`src/rtl/wp_pkg.sv`:
```
package wp_pkg;
  localparam int WORD_W  = 32;
  localparam int KEY_LSB = 8;
  localparam int KEY_W   = 24;
  localparam int SRC_LSB = 8;
  localparam int SRC_W   = 16;
  localparam logic [KEY_W-1:0] PROT_KEY = 24'h535343;

  typedef struct packed {
    logic             flag;
    logic [SRC_W-1:0] src;
  } viol_t;

  function automatic logic key_ok(input logic [KEY_W-1:0] k);
    return k == PROT_KEY;
  endfunction

  function automatic logic [WORD_W-1:0] status_word(input viol_t v);
    logic [WORD_W-1:0] w;
    w = '0;
    w[0] = v.flag;
    w[SRC_LSB +: SRC_W] = v.src;
    return w;
  endfunction

  function automatic logic [WORD_W-1:0] mode_word(input logic en);
    logic [WORD_W-1:0] w;
    w = '0;
    w[0] = en;
    return w;
  endfunction
endpackage

```
`src/rtl/wp_decode.sv`:
```
module wp_decode #(
  parameter int ADDR_W   = 8,
  parameter int NUM_CFG  = 7,
  parameter int NUM_OPEN = 2
) (
  input  logic [ADDR_W-1:0]   addr,
  output logic [NUM_CFG-1:0]  hit_cfg,
  output logic                hit_mode,
  output logic                hit_stat,
  output logic [NUM_OPEN-1:0] hit_open
);
  localparam int MODE_OFS = NUM_CFG;
  localparam int STAT_OFS = NUM_CFG + 1;
  localparam int OPEN_OFS = NUM_CFG + 2;

  for (genvar i = 0; i < NUM_CFG; i++) begin : g_cfg
    assign hit_cfg[i] = (addr == ADDR_W'(i));
  end

  for (genvar j = 0; j < NUM_OPEN; j++) begin : g_open
    assign hit_open[j] = (addr == ADDR_W'(OPEN_OFS + j));
  end

  assign hit_mode = (addr == ADDR_W'(MODE_OFS));
  assign hit_stat = (addr == ADDR_W'(STAT_OFS));
endmodule

```
`src/rtl/wp_guard.sv`:
```
module wp_guard
  import wp_pkg::*;
#(
  parameter int ADDR_W = 8
) (
  input  logic              clk,
  input  logic              rst_n,
  input  logic              wr_req,
  input  logic              hit_cfg_any,
  input  logic              hit_mode,
  input  logic [KEY_W-1:0]  key_in,
  input  logic              en_in,
  input  logic [ADDR_W-1:0] addr,
  output logic              prot_en,
  output viol_t             viol,
  output logic              key_match,
  output logic              blocked,
  output logic              mode_commit,
  output logic              cfg_pass
);
  assign key_match   = key_ok(key_in);
  assign mode_commit = wr_req & hit_mode & key_match;
  assign blocked     = wr_req & hit_cfg_any & prot_en;
  assign cfg_pass    = wr_req & ~prot_en;

  always_ff @(posedge clk) begin
    if (!rst_n) begin
      prot_en <= 1'b0;
      viol    <= '0;
    end else if (mode_commit) begin
      prot_en <= en_in;
      viol    <= '0;
    end else if (blocked) begin
      viol.flag <= 1'b1;
      viol.src  <= SRC_W'(addr);
    end
  end
endmodule

```
`src/rtl/wp_bank.sv`:
```
module wp_bank #(
  parameter int N = 7,
  parameter int W = 32
) (
  input  logic           clk,
  input  logic           rst_n,
  input  logic [N-1:0]   we,
  input  logic [W-1:0]   wdata,
  output logic [N*W-1:0] q
);
  for (genvar i = 0; i < N; i++) begin : g_word
    always_ff @(posedge clk) begin
      if (!rst_n)     q[i*W +: W] <= '0;
      else if (we[i]) q[i*W +: W] <= wdata;
    end
  end
endmodule

```
`src/rtl/wp_readmux.sv`:
```
module wp_readmux
  import wp_pkg::*;
#(
  parameter int NUM_CFG  = 7,
  parameter int NUM_OPEN = 2
) (
  input  logic [NUM_CFG-1:0]         hit_cfg,
  input  logic                       hit_mode,
  input  logic                       hit_stat,
  input  logic [NUM_OPEN-1:0]        hit_open,
  input  logic [NUM_CFG*WORD_W-1:0]  cfg_flat,
  input  logic [NUM_OPEN*WORD_W-1:0] open_flat,
  input  logic                       prot_en,
  input  viol_t                      viol,
  output logic [WORD_W-1:0]          word
);
  always_comb begin
    word = '0;
    for (int i = 0; i < NUM_CFG; i++)
      if (hit_cfg[i]) word = word | cfg_flat[i*WORD_W +: WORD_W];
    for (int j = 0; j < NUM_OPEN; j++)
      if (hit_open[j]) word = word | open_flat[j*WORD_W +: WORD_W];
    if (hit_mode) word = word | mode_word(prot_en);
    if (hit_stat) word = word | status_word(viol);
  end
endmodule

```
`src/rtl/regprot_unit.sv`:
```
module regprot_unit
  import wp_pkg::*;
#(
  parameter int ADDR_W   = 8,
  parameter int NUM_CFG  = 7,
  parameter int NUM_OPEN = 2
) (
  input  logic                      clk,
  input  logic                      rst_n,
  input  logic [ADDR_W-1:0]         bus_addr,
  input  logic                      bus_wr,
  input  logic [WORD_W-1:0]         bus_wdata,
  input  logic                      bus_rd,
  output logic [WORD_W-1:0]         bus_rdata,
  output logic [NUM_CFG*WORD_W-1:0] cfg_q
);
  logic [NUM_CFG-1:0]         hit_cfg;
  logic [NUM_OPEN-1:0]        hit_open;
  logic                       hit_mode;
  logic                       hit_stat;
  logic                       hit_cfg_any;
  logic                       prot_en;
  viol_t                      viol;
  logic                       key_match;
  logic                       blocked;
  logic                       mode_commit;
  logic                       cfg_pass;
  logic [NUM_CFG-1:0]         cfg_we;
  logic [NUM_OPEN-1:0]        open_we;
  logic [NUM_OPEN*WORD_W-1:0] open_q;
  logic [WORD_W-1:0]          rd_word;

  wp_decode #(.ADDR_W(ADDR_W), .NUM_CFG(NUM_CFG), .NUM_OPEN(NUM_OPEN)) u_dec (
    .addr     (bus_addr),
    .hit_cfg  (hit_cfg),
    .hit_mode (hit_mode),
    .hit_stat (hit_stat),
    .hit_open (hit_open)
  );

  assign hit_cfg_any = |hit_cfg;

  wp_guard #(.ADDR_W(ADDR_W)) u_guard (
    .clk         (clk),
    .rst_n       (rst_n),
    .wr_req      (bus_wr),
    .hit_cfg_any (hit_cfg_any),
    .hit_mode    (hit_mode),
    .key_in      (bus_wdata[KEY_LSB +: KEY_W]),
    .en_in       (bus_wdata[0]),
    .addr        (bus_addr),
    .prot_en     (prot_en),
    .viol        (viol),
    .key_match   (key_match),
    .blocked     (blocked),
    .mode_commit (mode_commit),
    .cfg_pass    (cfg_pass)
  );

  assign cfg_we  = hit_cfg & {NUM_CFG{cfg_pass}};
  assign open_we = hit_open & {NUM_OPEN{bus_wr}};

  wp_bank #(.N(NUM_CFG), .W(WORD_W)) u_cfg (
    .clk   (clk),
    .rst_n (rst_n),
    .we    (cfg_we),
    .wdata (bus_wdata),
    .q     (cfg_q)
  );

  wp_bank #(.N(NUM_OPEN), .W(WORD_W)) u_open (
    .clk   (clk),
    .rst_n (rst_n),
    .we    (open_we),
    .wdata (bus_wdata),
    .q     (open_q)
  );

  wp_readmux #(.NUM_CFG(NUM_CFG), .NUM_OPEN(NUM_OPEN)) u_rmux (
    .hit_cfg   (hit_cfg),
    .hit_mode  (hit_mode),
    .hit_stat  (hit_stat),
    .hit_open  (hit_open),
    .cfg_flat  (cfg_q),
    .open_flat (open_q),
    .prot_en   (prot_en),
    .viol      (viol),
    .word      (rd_word)
  );

  always_ff @(posedge clk) begin
    if (!rst_n)      bus_rdata <= '0;
    else if (bus_rd) bus_rdata <= rd_word;
  end
endmodule

```
`config.mk`:
```
export PLATFORM = sky130hd
export DESIGN_NAME = regprot_unit
export DESIGN_NICKNAME = d
export VERILOG_FILES = /design/src/rtl/wp_pkg.sv /design/src/rtl/wp_decode.sv /design/src/rtl/wp_guard.sv /design/src/rtl/wp_bank.sv /design/src/rtl/wp_readmux.sv /design/src/rtl/regprot_unit.sv
export SDC_FILE = /design/constraint.sdc
export NUM_CORES = 1
export LEC_CHECK = 0
export CORE_MARGIN = 8
export CORE_UTILIZATION = 49
export DETAILED_ROUTE_END_ITERATION = 16
export DONT_BUFFER_PORTS = 1
export GPL_TIMING_DRIVEN = 0
export PLACE_DENSITY = 0.65
export SYNTH_ARGS = -nofsm -noshare
export SYNTH_HDL_FRONTEND = slang
export SYNTH_SLANG_ARGS = --single-unit
```
`constraint.sdc`:
```
create_clock -name clk -period 1.9 [get_ports clk]
set_input_delay 0 -clock clk [delete_from_list [all_inputs] [get_ports clk]]
set_output_delay 0 -clock clk [all_outputs]
set_load 0.02 [all_outputs]
```
# == Word level (Yosys, flattened, before mapping) ==
# Index checks and enable logic that the tools add are counted.
# word_totals
register_bits,330
input_bits,44
elab_cells,57
# op_classes
eq_ne,11
n_mux,11
n_bitwise,19
reduce_logical,3
# ops
op,count
32-bit 2-to-1 mux,11
32-bit bitwise OR,8
8-bit by 3-bit == test with 1-bit output (second input constant),4
32-bit by 1-bit bitwise OR with 32-bit output,1
32-bit by 16-bit bitwise OR with 32-bit output,1
24-bit by 23-bit == test with 1-bit output (second input constant),1
8-bit by 4-bit == test with 1-bit output (second input constant),3
8-bit by 2-bit == test with 1-bit output (second input constant),2
8-bit by 1-bit == test with 1-bit output (second input constant),1
8-bit zero test,1
7-bit AND,1
7-bit OR reduction,1
1-bit AND,5
2-bit AND,1
1-bit NOT,2
2-bit OR reduction,1

# == Logic depth before layout (Yosys ltp) ==
# logic_depth
word_depth,22
mapped_depth,9
ltp_nobuf,5

# == By module ==
# From an unflattened synthesis, not the netlist that was laid out.
# hier_totals
hier_cells,1335
area_unflattened_um2,15065.7
# by_module_without_submodules
module,n_inst,cells_each,area_per_inst_um2,seq_area_each_um2
wp_bank (u_cfg),1,725,8852.2,4484.3
wp_bank (u_open),1,207,2492.4,1281.2
wp_readmux,1,206,1742.9,0.0
regprot_unit,1,115,1315.0,640.6
wp_guard,1,63,544.3,200.2
wp_decode,1,19,118.9,0.0

# == Worst setup path after synthesis ==
# No wires, ideal clock.
# synth_timing
path_kind,input to register
startpoint,in bus_addr[3]
endpoint,"reg, netlist name u_guard.viol[3]"
setup_time_ns,0.115
arrival_ns,1.527
setup_slack_ns,0.258
stages,7
cell_sequence,buf_6 -> or4_1 -> buf_6 -> buf_6 -> a2111oi_2 -> nor2_1 -> and2_1
# synth_via
elab_chain_len,4
word_cells_on_any_way,14
cone_classes,eq/ne: 7; bitwise: 4; reduce/logical: 3
# synth_rtl
item,line_no,source
from (decl),regprot_unit.sv:10,"input logic [ADDR_W-1:0] bus_addr,"
"8-bit by 1-bit == test with 1-bit output, or another cell as far along",wp_decode.sv:17,assign hit_cfg[i] = (addr == ADDR_W'(i));
7-bit OR reduction or 1-bit AND (tied branches),"regprot_unit.sv:41, wp_guard.sv:22",
1-bit AND (on tied branches),"wp_guard.sv:23, wp_guard.sv:22",
1-bit AND or 2-bit OR reduction (tied branches),--,
# Parallel ways exist; a longest one is shown, timed or not.
# A chain may end at the register's enable or synchronous reset.

# == Worst setup path after layout ==
# layout_timing
startpoint,in bus_addr[3]
endpoint,reg bus_rdata[8]
# layout_via
elab_chain_len,22
word_cells_on_any_way,32
cone_classes,eq/ne: 10; mux: 11; bitwise: 10; reduce/logical: 1
# layout_rtl
item,line_no,source
8-bit zero test,wp_decode.sv:17,
32-bit 2-to-1 mux,wp_readmux.sv:20,if (hit_cfg[i]) word = word | cfg_flat[i*WORD_W +: WORD_W];
32-bit bitwise OR,wp_readmux.sv:20,
32-bit 2-to-1 mux,wp_readmux.sv:20,
32-bit bitwise OR,wp_readmux.sv:20,
32-bit 2-to-1 mux,wp_readmux.sv:20,
32-bit bitwise OR,wp_readmux.sv:20,
32-bit 2-to-1 mux,wp_readmux.sv:20,
[6 not listed],--,
32-bit bitwise OR,wp_readmux.sv:22,if (hit_open[j]) word = word | open_flat[j*WORD_W +: WORD_W];
32-bit 2-to-1 mux,wp_readmux.sv:22,
32-bit bitwise OR,wp_readmux.sv:22,
32-bit 2-to-1 mux,wp_readmux.sv:22,
32-bit by 1-bit bitwise OR with 32-bit output,wp_readmux.sv:23,if (hit_mode) word = word | mode_word(prot_en);
32-bit 2-to-1 mux,wp_readmux.sv:23,
32-bit by 16-bit bitwise OR with 32-bit output,wp_readmux.sv:24,if (hit_stat) word = word | status_word(viol);
32-bit 2-to-1 mux (*),wp_readmux.sv:24,
to (signal assigned),regprot_unit.sv:93,else if (bus_rd) bus_rdata <= rd_word;
to (decl),regprot_unit.sv:14,"output logic [WORD_W-1:0] bus_rdata,"
# Mark *: on every way between the ends. The rest lies on a longest branch, timed or not.

==> summary.md <==
| Metric | Value |
|---|---|
| Status | finished with violations |
| Failing checks | hold timing, setup timing |
| Final ANT Viol Nets | 0 |
| Met2 wire length | between 20000 and 30000 microns |
| MaxCap Viol Count | 0 |
| Worst hold margin | -36.3 ps |
| Largest net degree at the start of global routing | 14 |
| Yosys warns | 0 |
| Synth top area share | a little under half |
| Post-synth EDFFs | 0 |
| Synthesized Nets | 1881 |
| Reg2Reg Depth | 5 |
| Final setup TNS | -124 ps |
| Post-DP HPWL | roughly 48000 microns |
| Top sig layer | met4 |
| DRT iter0 DRCs | 2396 |
| Final min period | a little under 2000 ps |
| First-pass GRT wire length | about 96000 microns |
| Placer congestion estimate | between 0.9 and 1 |
| Synth cell count leaders | nand2_1, dfxtp_1, a21oi_1, clkbuf_1, o21ai_0 |
| Gr ovfl total | 0 |
| Post-Route M1 WL | around 24000 microns |
| Vias in the first global route | 13900 |
| Asr flop ratio synth | 0% |
| Critical path peak fanout | 10 |
| Synth Instances | around 1800 |
| Final setup viols | 6 |
| Final WL | approximately 69000 microns |
| VDD IR max | just under 0.0007 V |
| Flops & latches, synth | 330 |
| CP Class | in2reg |
| Initial Util | 49.3% |
| CTS Sinks | 330 |
| Chip height | between 150 and 200 microns |
| IO Port Bufs | 0 |
| RSZ-0062 raised after global routing | true |
| Leading area contributor after synthesis | dfxtp_1 |
| Clk slew on worst S/H paths | 60 ps |
| Tot GR Track Use | 38.5% |
| WL met3 | 11700 microns |
| Vias per cell | about 6.5 |
| Hold Violations, Final | 4 |
| Avg Cell Area, Syn | 7.65 sq um |
| Relative slew slack | a little under 30% |
| CP required | 2350 ps |
| Clk root buf | clkbuf_16 |
| Via count | about 15000 |
| Final critical-path share of the clock period | 103% |
| Total power | 15.2 mW |
| P per Cell Area | 940 nW/um^2 |
| Worst Tran Pin Value | approximately 1100 ps |
| Clk Latency, worst-skew pair | 530 ps |
| Synth-to-layout area growth | 15.4% |
| CTS tree | yes |
| PnR worst setup slack | -54.3 ps |
| CTS Buf Count | 36 |
| Final #Nets | 1950 |
| Seq/Total Area, Yosys | between 40% and 50% |
| Startpoint types | primary input |
| Placeable core region | about 28000 sq um |
| FP Rows | slightly above 60 |
| Mapped cell area | roughly 14000 sq um |
| Fraction of layout instances using a drive strength above 1 | roughly 7.8% |
| Worst min-delay path class | in2reg |
| Die Wd | roughly 190 microns |
| IO Pins | 300 |
| DR WL/cell | roughly 30 microns |
| DRC | 0 |
| CP endpoint kind | flop |
| Slew Viols, Final | 0 |
| First-pass DRT Iterations | 8 |
| Leakage | ~5.3 nW |
| Max frequency | between 500 and 600 MHz |
| Final Core Density | a little under three fifths |
| Die area | 34300 sq um |
| H-tree Lvls | 2 |
| Area of placed instances | about 15000 sq um |
| CTS max path bufs | 3 |
| Data arrival, critical path | around 2400 ps |
| Fin area | about 16000 sq um |
| Antenna violations before repair | 0 |
| Cell variety after synth | 53 |
| Top cells by area, synth | dfxtp_1, nand2_1, a21oi_1 |
| Ys flop type | dfxtp_1 |
| Count leader, synth | nand2_1 |
| Hold path depth | 4 |
| Max Clock Skew | about 9.5 ps |
kinds of logic (layout without fill, tap and decap cells):
logic type / Yosys count / count (layout) / synth area share (%)
other: 0 / 1 / 0
AND/OR/NAND/NOR: 755 / 755 / 22.3
multiplexers: 58 / 58 / 4.30
buffers and inverters: 182 / 273 / 5.46
flip-flops: 330 / 330 / 47.0
AO/OA/AOI/OAI: 512 / 512 / 20.9
cell type report:
type | instances | area (sq um)
Fill cell | 2681 | 12300
Multi-Input combinational cell | 1325 | 6790
Sequential cell | 330 | 6610
Clock buffer | 52 | 1040
Buffer | 175 | 781
Tap cell | 384 | 480
Timing Repair Buffer | 34 | 350
Clock inverter | 8 | 140
Inverter | 4 | 15.0
Antenna cell | 1 | 2.50
registers in the layout (all words and copies together), names as in the netlist:
register         flops
u_guard.prot_en      1
u_open.q            64
bus_rdata           32
u_guard.viol         9
u_cfg.q            224
per-layer routing:
layer | track usage [%] | vias up
met1 | 46.7 | 7158
met4 | 21.0 | 0
li1 | - | 6415
met5 | 0 | -
met2 | 57.3 | 1279
met3 | 15.8 | 253
final timing paths:
check                                     start           end  slack [ps]
worst min register to register     u_open.q[54]  u_open.q[54]         450
worst max register to register  u_guard.prot_en  u_cfg.q[221]         120
worst min-delay path                bus_addr[0]    u_cfg.q[0]         -40
worst max-delay path                bus_addr[3]  bus_rdata[8]         -50
worst max-delay path, cell delays in order:
cell,delay [ps]
nor4_2,450
buf_2,400
and2_1,180
clkbuf_1,190
buf_1,710
a22oi_1,250
a31oi_1,210
where the power goes:
part           switching [mW]  internal (mW)  leakage (nW)
Sequential             0.0922           6.96          2.66
Clock                    2.93           4.34         0.582
Combinational           0.722          0.204          2.04
Total                    3.75           11.5          5.28
stage by stage:
step / hold slack (ps) / instances / setup slack [ps]
CTS: -63.4 / 2309 / -12.1
finish: -36.3 / 2313 / -54.3
floorplan: 138 / 1837 / 258
detailed placement: 165 / 2221 / -907
global route: -13.1 / 2312 / -17.1
global placement: 157 / 2221 / -860
cell usage in the layout, fill, tap and decap left out, types with 4 or more instances in the layout:
cell type / synthesis / routed
nand2_1: 627 / 624
dfxtp_1: 330 / 330
a21oi_1: 313 / 313
clkbuf_1: 127 / 118
o21ai_0: 76 / 76
mux2i_1: 48 / 48
buf_2: 43 / 41
clkbuf_16: 0 / 37
nand3_1: 33 / 33
dlygate4sd3_1: 0 / 33
a22oi_1: 31 / 31
a31oi_1: 22 / 22
nor2_1: 23 / 19
a221oi_1: 17 / 17
and3_1: 16 / 16
and2_1: 10 / 10
clkbuf_2: 0 / 10
a22o_1: 10 / 10
mux2_2: 9 / 9
clkbuf_4: 0 / 8
o22ai_1: 7 / 7
nor3_1: 9 / 7
nor3_4: 1 / 7
a21o_1: 7 / 7
o221ai_1: 6 / 6
clkbuf_8: 0 / 6
nor4bb_1: 5 / 5
nor2b_1: 5 / 5
buf_6: 4 / 4
nand3b_1: 4 / 4
nor4_1: 5 / 4
inv_1: 4 / 4
o2bb2ai_1: 4 / 4
nor2_2: 1 / 4
clkinv_2: 0 / 4
bufinv_16: 0 / 4
what timing repair did:
item / in CTS / in global routing
setup endpoints to repair: 196 / 193
resized for setup: 20 / 43
hold buffers: 30 / 3
setup buffers: 0 / 1
endpoints found under the hold margin: 230 / 12
pin swaps: 0 / 0
(Power assumes the default switching activity.)
